==> src/rtl/bank_mapper.sv <==
module bank_mapper #(
  parameter int PAGE_W       = 3,
  parameter int OFS_W        = 14,
  parameter int FIXED_RAM_PG = 6,
  parameter int SYS_ROM_PG   = 4,
  parameter int DISK_ROM_PG  = 5,
  parameter int CTRL_BIT     = 11
) (
  input  logic                    clk,
  input  logic                    rst_n,
  input  logic                    sys_wr,
  input  logic [15:0]             sys_wdata,
  input  logic                    disk_fitted,
  input  logic [15:0]             cpu_addr,
  input  logic                    cpu_wr,
  input  logic [1:0]              cpu_be,
  output logic                    periph_wr,
  output logic [1:0]              region,
  output logic [PAGE_W+OFS_W-1:0] phys_addr,
  output logic [1:0]              ram_be,
  output logic                    wprot
);
  localparam logic [1:0] RG_RAM = 2'd0, RG_ROM = 2'd1, RG_IO = 2'd2, RG_NONE = 2'd3;

  logic [PAGE_W-1:0] lo_pg, hi_pg, nxt_rom_pg, pg;
  logic              hi_rom, bank_wr, rom_hit;

  assign bank_wr   = sys_wr &  sys_wdata[CTRL_BIT];
  assign periph_wr = sys_wr & ~sys_wdata[CTRL_BIT];
  assign rom_hit   = sys_wdata[4] | sys_wdata[3] | sys_wdata[1] | sys_wdata[0];

  always_comb begin
    if (sys_wdata[4])      nxt_rom_pg = PAGE_W'(3);
    else if (sys_wdata[3]) nxt_rom_pg = PAGE_W'(2);
    else if (sys_wdata[1]) nxt_rom_pg = PAGE_W'(1);
    else                   nxt_rom_pg = '0;
  end

  always_ff @(posedge clk) begin
    if (!rst_n) begin
      lo_pg  <= '0;
      hi_pg  <= '0;
      hi_rom <= 1'b1;
    end else if (bank_wr) begin
      lo_pg  <= PAGE_W'(sys_wdata[14:12]);
      hi_rom <= rom_hit;
      hi_pg  <= rom_hit ? nxt_rom_pg : PAGE_W'(sys_wdata[10:8]);
    end
  end

  always_comb begin
    region = RG_RAM;
    pg     = '0;
    unique case (cpu_addr[15:14])
      2'b00: pg = PAGE_W'(FIXED_RAM_PG);
      2'b01: pg = lo_pg;
      2'b10: begin
        region = hi_rom ? RG_ROM : RG_RAM;
        pg     = hi_pg;
      end
      default: begin
        if (!cpu_addr[13]) begin
          region = RG_ROM;
          pg     = PAGE_W'(SYS_ROM_PG);
        end else if (cpu_addr[12:8] == 5'h1F) begin
          region = RG_IO;
        end else if (disk_fitted) begin
          if (cpu_addr[12:9] == 4'hF) region = RG_IO;
          else begin
            region = RG_ROM;
            pg     = PAGE_W'(DISK_ROM_PG);
          end
        end else begin
          region = RG_NONE;
        end
      end
    endcase
  end

  assign phys_addr = {pg, cpu_addr[13] & ~(cpu_addr[15] & cpu_addr[14]),
                      cpu_addr[OFS_W-2:1], 1'b0};
  assign ram_be    = (cpu_wr && region == RG_RAM) ? cpu_be : 2'b00;
  assign wprot     = cpu_wr && (region == RG_ROM || region == RG_NONE);
endmodule


==> config.mk <==
export PLATFORM = sky130hd
export DESIGN_NAME = bank_mapper
export DESIGN_NICKNAME = d
export VERILOG_FILES = /design/src/rtl/bank_mapper.sv
export SDC_FILE = /design/constraint.sdc
export NUM_CORES = 1
export LEC_CHECK = 0
export BUFFER_PORTS_ARGS = -buffer_cell sky130_fd_sc_hd__buf_2
export CAP_MARGIN = 20
export CORE_MARGIN = 2
export CORE_UTILIZATION = 30
export DETAILED_ROUTE_END_ITERATION = 7
export MAX_ROUTING_LAYER = met4
export PLACE_DENSITY = 0.71
export SLEW_MARGIN = 25
export SYNTH_ARGS = -nofsm -noshare
export SYNTH_HDL_FRONTEND = slang
export SYNTH_SLANG_ARGS = --single-unit
==> constraint.sdc <==
create_clock -name clk -period 3.47 [get_ports clk]
set_input_delay 1.041 -clock clk [delete_from_list [all_inputs] [get_ports clk]]
set_output_delay 1.041 -clock clk [all_outputs]
set_load 0.05 [all_outputs]
== Word-level counts from Yosys, hierarchy flattened ==
Index checks and enable logic that the tools add are counted.

* Flip-flop bits (word level): 7
* Input bits: 39
* Word-level logic and storage cells: 40

* Equal/unequal tests: 6
* Muxes and demuxes: 16
* Bitwise operators: 9
* Reduce and logical (&&, ||, !) cells: 6

{| class="wikitable"
|+ Operators with widths
! cell !! number
|-
| 3-bit two-way mux || 5
|-
| 2-bit two-way mux || 7
|-
| 3-bit one-hot mux with 3 select lines || 1
|-
| 5-bit equality test (second input constant) || 1
|-
| 1-bit AND || 4
|-
| 2-bit by 1-bit equality test with 1-bit output (second input constant) || 2
|-
| 2-bit equality test (second input constant) || 2
|-
| 4-bit equality test (second input constant) || 1
|-
| 2-bit logical NOT || 2
|-
| 2-bit one-hot mux with 2 select lines || 1
|-
| 1-bit OR || 3
|-
| 1-bit logical AND || 2
|-
| 1-bit two-way mux || 2
|-
| 1-bit NOT || 2
|-
| 2-bit OR reduction || 1
|-
| 1-bit logical OR || 1
|}

== Logic depth before layout (Yosys ltp) ==
Gate-level depths: netlist of the first run.

* Word-level depth: 9
* Mapped depth: 4

== Worst setup path after synthesis of the first run ==
OpenSTA, ideal clock, no wires.

* Path type: in2out
* Start point: input cpu_addr[14]
* End point: output ram_be[0]
* Data arrival time: 2.726 ns
* Setup slack: -0.297 ns
* Cell stages on the path: 4
* Buffers on the path: 1
* Cell sequence: buf_6 -> o211ai_4 -> o221a_4 -> nor3b_1

* Cells in the longest elaborated chain, start to end: 6
* Elaborated cells between the ends (all ways): 8
* Classes of those cells: eq/ne: 2; mux: 2; reduce/logical: 4

{| class="wikitable"
|+ Ends and longest elaborated chain
! item !! RTL line !! text
|-
| start: declaration || 14 || <nowiki>input logic [15:0] cpu_addr,</nowiki>
|-
| 2-bit by 1-bit equality test with 1-bit output / 2-bit logical NOT (equally long branches) || 54 || <nowiki>unique case (cpu_addr[15:14])</nowiki>
|-
| 2-bit OR reduction (no source line) || -- ||
|-
| 2-bit one-hot mux with 2 select lines * || 54 ||
|-
| via region[0] || 18 || <nowiki>output logic [1:0] region,</nowiki>
|-
| 2-bit logical NOT * || 82 || <nowiki>assign ram_be = (cpu_wr && region == RG_RAM) ? cpu_be : 2'b00;</nowiki>
|-
| 1-bit logical AND * || 82 ||
|-
| 2-bit two-way mux * || 82 ||
|-
| end: declaration || 20 || <nowiki>output logic [1:0] ram_be,</nowiki>
|}

The timed path passes the listed nets; every way through them passes the cells marked *.

== Worst setup path in the final report of the first run ==
* Start point: input cpu_addr[11]
* End point: output ram_be[1]

* Cells in the longest elaborated chain, start to end: 9
* Elaborated cells between the ends (all ways): 10
* Classes of those cells: eq/ne: 2; mux: 6; reduce/logical: 2

{| class="wikitable"
|+ Ends and longest elaborated chain
! item !! RTL line !! text
|-
| 4-bit equality test || 68 || <nowiki>if (cpu_addr[12:9] == 4'hF) region = RG_IO;</nowiki>
|-
| 2-bit two-way mux || 68 ||
|-
| 2-bit two-way mux || 67 || <nowiki>end else if (disk_fitted) begin</nowiki>
|-
| 2-bit two-way mux * || 65 || <nowiki>end else if (cpu_addr[12:8] == 5'h1F) begin</nowiki>
|-
| 2-bit two-way mux * || 62 || <nowiki>if (!cpu_addr[13]) begin</nowiki>
|-
| 2-bit one-hot mux with 2 select lines * || 54 ||
|-
| 2-bit logical NOT * || 82 ||
|-
| 1-bit logical AND * || 82 ||
|-
| 2-bit two-way mux * || 82 ||
|}

Every way passes the cells marked *; elsewhere a longest branch is shown, timed or not.

==> impl_results.md, run 1 <==
- Synthesized area: roughly 570 um2
- CP max-delay cell: o221a_4
- CTS max path bufs: 2
- RSZ-0062 raised after global routing: false
- Clock latency at the later pin of the worst-skew pair: 250 ps
- DR iter-0 viols: 4
- Num CTS Buffers: 3
- Clk_skew: 0 ps
- Worst vdd ir: around 0.15 mV
- Hold depth: 2
- Hold Path Class: flop to flop
- H-tree levels: 1
- Area delta synth->final: 27.2%
- Pin count of the biggest net entering global routing: 11
- First drt pass iteration count: 3
- Via count: between 500 and 600
- PortBufs: 40
- Max stage delay on crit path: 290 ps
- Met2 WL: roughly 520 um
- Distinct cells, synth: 25
- Vias in the first global route: approximately 470
- Setup crit end kind: primary output
- Final WL: between 1000 and 1500 um
- Post-synth ARST share: 0
- First-pass GRT wire length: approximately 1900 um
- Worst r2r src: hi_pg[1]
- Total gr overflow: 0
- Floorplan core area: about 0.0017 mm2
- CP required: between 2000 and 2500 ps
- CTS clk-pin slew, worst paths: 50 ps
- Worst setup SP type: input pin
- Cts hold-fix bufs: 0
- Hold path endpoint: lo_pg[1]
- Crit path max fanout: 4
- Buffers & Inverters on Critical Path: 2
- Gpl congestion: just under 0.7
- CTS tree: built
- Top cells by area, synth: dfxtp_1 25%, buf_4 17%, a21boi_0 6.6%
- Hold Crit Start: lo_pg[1]
- Post-synth top area share: 0.247
- Final Hold Fails: 0
- FF+latch count, synth: 7
- Row cnt: 15
- Final period util: 0.891
- Initial Util: 0.325
- Critical path arrival: 2050 ps
- Top sig layer: met4
- Proportion of layout cells with a drive suffix above 1: 0.470
- Finished Layout Cells: between 100 and 150
- Cell taking the most area after synthesis: dfxtp_1
- Max Cap Viol: 0
- Root Driver: clkbuf_4
- Die Footprint: around 0.0023 mm2
- Crit Path Class: input pin to primary output
- Setup repair bufs after CTS: 0
- M1 wire length: around 590 um
- Highest-count cells in the layout ignoring fill and taps: 40 x buf_2, 10 x nand2_1, 7 x dfxtp_1, 5 x a21boi_0, 4 x nor3b_1
- Clock sinks: 7
- I/O pin total: 62
- Routed met3 length: 155 um
- Fmax: around 320 MHz
- CP delay by family, top: buffers and inverters
- Final Setup Violations: 0
- Most common cell after layout, fill and taps aside: buf_2
- Crit-path cells: buf_2, nand4_2, o221a_4, nor3b_1, buf_2
- Worst-case reg-to-reg path depth: 2
- Initial antenna violation count: 0
- Nets: 140
- Ys flop type: dfxtp_1
- Leakage Power: 0.336 nW
- GR Util All Layers: 0.129
- Routed Antenna Nets: 0
- Post-Synthesis Cells: 70
- N_diodes: 0
- Reg-to-reg slack, setup: around 2800 ps
- EDFF count, synth: 0
- Die Y: roughly 47 um
- Placed Cells: between 100 and 150
- Outcome: finished clean
- Via density: ~4.6
- Register area share after synthesis: 0.247
- Ys Warns: 0
- Post_cts resized: 0
- Syn avg cell area: ~8 um2
- Period minus WS final: slightly above 3000 ps
- Setup tns final: 0 ps
- WL/cell: approximately 10 um
- RR Endpoint: hi_pg[1]
- Post-DP HPWL: about 1000 um
- Syn Nets: 109
- Power Density: about 350 mW/mm2
- DRC violations left: 0
- Crit path top cell by count: buf_2
- Fin. max-slew vios: 0
- Die Span X: 47.5 um
cells in the mapped netlist, types with 2 or more instances:
cell type,count
o211ai_1,2
a21oi_1,3
a21boi_0,5
nand3b_1,2
nor3b_1,4
dfxtp_1,7
nor2b_1,3
buf_4,13
nand2_1,10
nor2_1,3
and2_1,2
o21ai_0,2
nand3_1,2
worst max-delay path by stage:
stage / start / depth (start not counted) / slack, ps / endpoint
floorplan: cpu_addr[14] / 4 / -300 / ram_be[0]
global placement: cpu_addr[11] / 5 / 390 / ram_be[0]
CTS: cpu_addr[11] / 5 / 370 / ram_be[0]
global route: cpu_addr[14] / 5 / 260 / ram_be[0]
detailed placement: cpu_addr[11] / 5 / 380 / ram_be[1]
finish: cpu_addr[11] / 5 / 380 / ram_be[1]
state kept, by name (all words and copies together) (netlist names):
| register | flops |
|---|---|
| hi_pg | 3 |
| hi_rom | 1 |
| lo_pg | 3 |
tightest hold or removal path, stage by stage (launching register included):
cell	delay [ps]
dfxtp_1	310
nand2_1	50
a21boi_0	60
through the flow:
step / cell area (um2) / power (mW) / hold slack [ps] / util / worst slack [ps]
3_5_place_dp: 694 / 0.182 / 459 / 0.398 / 376
6_report: 721 / 0.254 / 466 / 0.413 / 379
2_1_floorplan: 572 / 0.178 / 441 / - / -297
5_1_grt: 721 / 0.273 / 494 / 0.413 / 258
3_3_place_gp: 694 / 0.181 / 452 / 0.398 / 385
4_1_cts: 721 / 0.257 / 466 / 0.413 / 365
power breakdown:
group | total [mW] | switching [mW] | internal [mW]
clock | 0.0737 | 0.0298 | 0.0439
combinational | 0.0931 | 0.0640 | 0.0290
sequential | 0.0868 | 0.00227 | 0.0845
cell families after synthesis:
kind of cell	after synthesis	synth area share
other	1	0.00662
buffers and inverters	14	0.192
AOI/OAI and AO/OA	17	0.252
DFF	7	0.247
and+or+nand+nor	31	0.302
layout make-up:
type	instances	area, um2
timing repair buffer	40	200
tap	25	31.3
sequential	7	140
clock buffer	4	26.3
multi-input combinational	49	323
fill	199	1020
layer usage:
layer / up-vias / GRT usage
li1: 292 / -
met1: 244 / 0.148
met2: 40 / 0.186
met3: 2 / 0.0453
met4: 0 / 0.0889
met5: - / -
No activity file was read; power rests on OpenSTA's default activity.
==> run 2: changes to the inputs <==
==> constraint.sdc (replaced) <==
create_clock -name clk -period 3.47 [get_ports clk]
set_input_delay 0.1735 -clock clk [delete_from_list [all_inputs] [get_ports clk]]
set_output_delay 0.1735 -clock clk [all_outputs]
set_load 0.05 [all_outputs]
==> impl_results.md, run 2 (synthesized netlist as in run 1, its figures left out) <==
- Outcome: finished clean
- Area delta synth->final: 26.3%
- I/O pin total: 62
- Crit-path cells: o221a_4, nor3b_1, buf_2
- First-pass GRT wire length: approximately 1800 um
- GR Util All Layers: 0.124
- Worst setup SP type: flop
- Max Cap Viol: 0
- Fmax: around 660 MHz
- Crit Path Class: flop to primary output
- Pin count of the biggest net entering global routing: 11
- Setup tns final: 0 ps
- Stages on the worst setup path: 3
- CTS tree: built
- Clock latency at the later pin of the worst-skew pair: approximately 250 ps
- Clk_skew: 0 ps
- Final WL: roughly 1300 um
- GRT busiest layer: met2
- N_diodes: 0
- Final Hold Fails: 0
- Met3 GRT Util: 0.0453
- Total power draw: ~0.25 mW
- Final period util: 0.437
- Vias in the first global route: around 470
- Final Setup Violations: 0
- Nets: 140
- Finished Cell Area: 716 um2
- Die Span X: 47.5 um
- GR Util met1: 0.149
- Finished Layout Cells: 125
- CTS max path bufs: 2
- Proportion of layout cells with a drive suffix above 1: 0.460
- Max stage delay on crit path: around 320 ps
- Critical path arrival: around 1300 ps
- Worst-case reg-to-reg path depth: 2
- Initial Util: 0.325
- Cts hold-fix bufs: 0
- Clock sinks: 7
- Fin. max-slew vios: 0
- Fill cells: a little under 200
- Reg-to-reg slack, setup: 2800 ps
- Routed Antenna Nets: 0
- Most common cell after layout, fill and taps aside: buf_2
- Via count: a little under 600
- Post-DP HPWL: ~1100 um
- Via density: about 4.7
- Num CTS Buffers: 3
- Setup crit end kind: primary output
- CP delay by family, top: flip-flops
- Root Driver: clkbuf_4
- Hold WS: ~170 ps
- Crit path max fanout: 4
- CTS clk-pin slew, worst paths: about 50 ps
- Worst vdd ir: 0.160 mV
- H-tree levels: 1
- Placed Cells: 121
- Met2 Use GR: 0.178
- Gpl congestion: between 0.7 and 0.8
- Total gr overflow: 0
- Leakage Power: 0.335 nW
- Period minus WS final: 1520 ps
- Hold depth: 3
- WL/cell: just over 10 um
- CP max-delay cell: dfxtp_1
- RSZ-0062 raised after global routing: false
- Initial antenna violation count: 0
- Buffers & Inverters on Critical Path: 1
- Biggest registers after layout: hi_pg: 3 flops, lo_pg: 3 flops, hi_rom: 1 flops
- Setup repair bufs after CTS: 0
- Post-DP Area: a little under 700 um2
- CP required: approximately 3300 ps
- DRC violations left: 0
- Highest-count cells in the layout ignoring fill and taps: 40 x buf_2, 10 x nand2_1, 7 x dfxtp_1, 5 x a21boi_0, 4 x nor3b_1
- Post_cts resized: 0
- Hold Path Class: input pin to flop
- Power Density: between 300 and 400 mW/mm2
- Die Footprint: roughly 0.0023 mm2
- Row cnt: 15
- PortBufs: 40
- DR iter-0 viols: 6
- First drt pass iteration count: 3
- Floorplan core area: approximately 0.0017 mm2
- Die Y: ~47 um
-- run 2: cell type report --
cell class | instances | area [um2] | area share
Timing Repair Buffer | 40 | 200 | 0.280
Clock buffer | 4 | 26.3 | 0.0367
Multi-Input combinational cell | 49 | 318 | 0.444
Tap cell | 25 | 31.3 | 0.0437
Sequential cell | 7 | 140 | 0.196
-- run 2: final timing paths --
check              endpoint           from
setup / recovery  ram_be[0]         hi_rom
hold / removal     lo_pg[1]  sys_wdata[13]
setup reg to reg   hi_pg[1]       hi_pg[1]
hold reg to reg    hi_pg[2]       hi_pg[2]
-- run 2: layer usage --
| layer | vias up | part of all wire |
|---|---|---|
| li1 | 293 | - |
| met1 | 248 | 0.47 |
| met2 | 43 | 0.40 |
| met3 | 4 | 0.13 |
| met4 | 0 | 0.010 |
| met5 | - | 0 |
-- run 2: where the power goes --
part	internal (mW)	switching [mW]	total, mW
sequential	0.0845	0.00239	0.0869
clock	0.0438	0.0294	0.0732
combinational	0.0288	0.0640	0.0928
-- run 2: worst min-delay path: stages --
cell	delay (ps)
buf_2	100
nand2_1	40
a21boi_0	60
-- run 2: through the flow --
stage	util	worst slack (ps)
2_1_floorplan	-	1440
3_3_place_gp	0.395	2120
3_5_place_dp	0.395	2080
4_1_cts	0.410	1940
5_1_grt	0.410	1870
6_report	0.410	1950
==> run 3: changes to the inputs <==
--- a/config.mk
+++ b/config.mk
@@ -5,13 +5,14 @@
 export SDC_FILE = /design/constraint.sdc
 export NUM_CORES = 1
 export LEC_CHECK = 0
+export ABC_AREA = 1
 export BUFFER_PORTS_ARGS = -buffer_cell sky130_fd_sc_hd__buf_2
 export CAP_MARGIN = 20
 export CORE_MARGIN = 2
-export CORE_UTILIZATION = 30
+export CORE_UTILIZATION = 29
 export DETAILED_ROUTE_END_ITERATION = 7
 export MAX_ROUTING_LAYER = met4
-export PLACE_DENSITY = 0.71
+export PLACE_DENSITY = 0.72
 export SLEW_MARGIN = 25
 export SYNTH_ARGS = -nofsm -noshare
 export SYNTH_HDL_FRONTEND = slang
==> constraint.sdc (replaced) <==
create_clock -name clk -period 1.33 [get_ports clk]
set_input_delay 0.0665 -clock clk [delete_from_list [all_inputs] [get_ports clk]]
set_output_delay 0.0665 -clock clk [all_outputs]
set_load 0.05 [all_outputs]
==> impl_results.md, run 3 <==
- Register area share after synthesis: 0.254
- CTS clk-pin slew, worst paths: about 50 ps
- RR Endpoint: hi_rom
- Post-Synthesis Cells: 90
- Fill cells: roughly 200
- Crit Path Class: flop to primary output
- Synth cell count leaders: 19 x nor2_1, 13 x buf_4, 13 x inv_1
- Total gr overflow: 0
- Final Hold Fails: 0
- EDFF count, synth: 0
- Fmax: ~810 MHz
- First drt pass iteration count: 2
- Most common cell after layout, fill and taps aside: buf_2
- Setup crit end: ram_be[0]
- Initial antenna violation count: 0
- Die Span X: approximately 48 um
- Syn avg cell area: around 6.1 um2
- Pre-CTS worst setup slack: between 150 and 200 ps
- Via density: roughly 4.3
- Initial Util: 0.313
- CTS tree: built
- Clock latency at the later pin of the worst-skew pair: roughly 250 ps
- Outcome: finished clean
- Via count: between 600 and 700
- Synthesized area: roughly 550 um2
- PortBufs: 40
- Distinct cells, synth: 14
- Period minus WS final: between 1000 and 1500 ps
- Nets: about 160
- Floorplan core area: between 0.0015 and 0.002 mm2
- First-pass GRT wire length: 1800 um
- Worst vdd ir: 0.533 mV
- Clk_skew: 0 ps
- Critical path arrival: 1170 ps
- Row cnt: 15
- Finished Cell Area: ~750 um2
- Post-DP Area: around 690 um2
- DRC violations left: 0
- Routed Antenna Nets: 0
- Num CTS Buffers: 3
- Ys Warns: 0
- Reg-to-reg slack, setup: between 500 and 600 ps
- Worst-case reg-to-reg path depth: 4
- Final Setup Violations: 0
- Pin count of the biggest net entering global routing: 9
- Ys flop type: dfxtp_1
- Die Y: 47.6 um
- Biggest registers after layout: hi_pg: 3 flops, lo_pg: 3 flops, hi_rom: 1 flops
- Top cells by area, synth: dfxtp_1 25%, buf_4 18%, nor2_1 13%
- CTS max path bufs: 2
- Fin. max-slew vios: 0
- Crit path max fanout: 3
- Die Footprint: roughly 0.0023 mm2
- Area delta synth->final: 36.3%
- Crit. Startpoint: hi_rom
- Proportion of layout cells with a drive suffix above 1: 0.443
- Clock sinks: 7
- H-tree levels: 1
- Finished Layout Cells: approximately 150
- Syn Nets: about 130
- Leakage Power: 0.421 nW
- N_diodes: 0
- Post-synth top area share: 0.254
- Worst setup SP type: flop
- Placed Cells: about 140
- Vias in the first global route: between 400 and 500
- Post-synth ARST share: 0
- FF+latch count, synth: 7
- Hold Path Class: input pin to flop
- Max Cap Viol: 0
- Gpl congestion: 0.784
- Final period util: 0.931
- Cell taking the most area after synthesis: dfxtp_1
- GR Util All Layers: 0.118
- Power Density: between 900 and 1000 mW/mm2
- Cell with the most instances after synthesis: nor2_1
- Post-DP HPWL: between 1000 and 1500 um
- Highest-count cells in the layout ignoring fill and taps: 38 x buf_2, 16 x nor2_1, 12 x inv_1, 11 x nand2_1, 9 x o21ai_0
- DR iter-0 viols: 5
- WL/cell: 8.62 um
- Worst r2r src: hi_rom
- CP required: between 1000 and 1500 ps
- Root Driver: clkbuf_4
- Worst setup margin: 91.5 ps
- RSZ-0062 raised after global routing: true
- I/O pin total: 62
- Final WL: approximately 1300 um
- Setup crit end kind: primary output
==> run 3: cell types whose count changed in the layout (fill, tap and decap cells not counted), sizes merged, moves of 2 or more <==
cell / previous run / this run
nor2b: 3 / 0
nor2: 3 / 19
and2: 3 / 0
o211ai: 3 / 0
a21oi: 3 / 7
inv: 0 / 13
a21boi: 5 / 0
nand2: 10 / 12
nor3b: 4 / 0
o21ai: 2 / 10
nand3b: 2 / 0
==> run 3: stage by stage <==
| stage | power, mW | setup TNS (ps) | hold WS (ps) | utilization |
|---|---|---|---|---|
| 3_5_place_dp | 0.485 | 0 | 133 | 0.391 |
| 2_1_floorplan | 0.474 | -29.4 | 202 | - |
| 6_report | 0.684 | 0 | 60.1 | 0.426 |
| 3_3_place_gp | 0.481 | 0 | 133 | 0.391 |
| 4_1_cts | 0.687 | 0 | 52.2 | 0.411 |
| 5_1_grt | 0.739 | -8.92 | 52.3 | 0.426 |
==> run 3: cells by family (layout without fill, tap and decap cells) <==
family / after synthesis / in the layout / synth area share
other: 1 / 1 / 0.00680
AND/OR/NAND/NOR: 37 / 37 / 0.293
AO/OA/AOI/OAI: 19 / 19 / 0.181
buffers and inverters: 26 / 58 / 0.265
flip-flops: 7 / 7 / 0.254
==> run 3: power by group <==
| group | internal, mW | switching (mW) | total (mW) | leakage, nW |
|---|---|---|---|---|
| Clock | 0.114 | 0.0757 | 0.190 | 0.0150 |
| Sequential | 0.224 | 0.00649 | 0.231 | 0.0574 |
| Combinational | 0.0802 | 0.183 | 0.263 | 0.348 |
| Total | 0.419 | 0.265 | 0.684 | 0.421 |
==> run 3: repair_timing <==
item,4_1_cts,5_1_grt
hold buffers,0,0
endpoints found under the setup margin,2,2
pin swaps,0,3
setup buffers,0,1
resized for setup,3,8
==> run 3: worst max-delay path, stage by stage (launching register included) <==
cell and delay, ps:
dfxtp_2 310, inv_2 50, nor2_2 40, a21oi_2 160
nand2_2 80, nor2_2 120, buf_6 160
==> run 3: worst min path at each step <==
stage / from / to / slack (ps) / depth (start not counted)
2_1_floorplan: rst_n / lo_pg[0] / 200 / 2
3_3_place_gp: cpu_addr[6] / phys_addr[6] / 130 / 0
3_5_place_dp: cpu_addr[6] / phys_addr[6] / 130 / 0
4_1_cts: sys_wdata[10] / hi_pg[2] / 50 / 3
5_1_grt: sys_wdata[10] / hi_pg[2] / 50 / 3
6_report: sys_wdata[10] / hi_pg[2] / 60 / 3
==> run 3: area by class of cell <==
class	count	area [um2]	area share
Multi-Input combinational cell	57	284	0.378
Inverter	13	48.8	0.0649
Clock buffer	4	26.3	0.0349
Tap cell	25	31.3	0.0416
Sequential cell	7	141	0.188
Timing Repair Buffer	41	220	0.293
==> run 3: metal layers <==
metal,wire (um),global-route usage,vias up
li1,-,-,333
met1,579,0.121,262
met2,486,0.192,41
met3,202,0.0717,0
met4,0,0.0324,0
met5,0,-,-
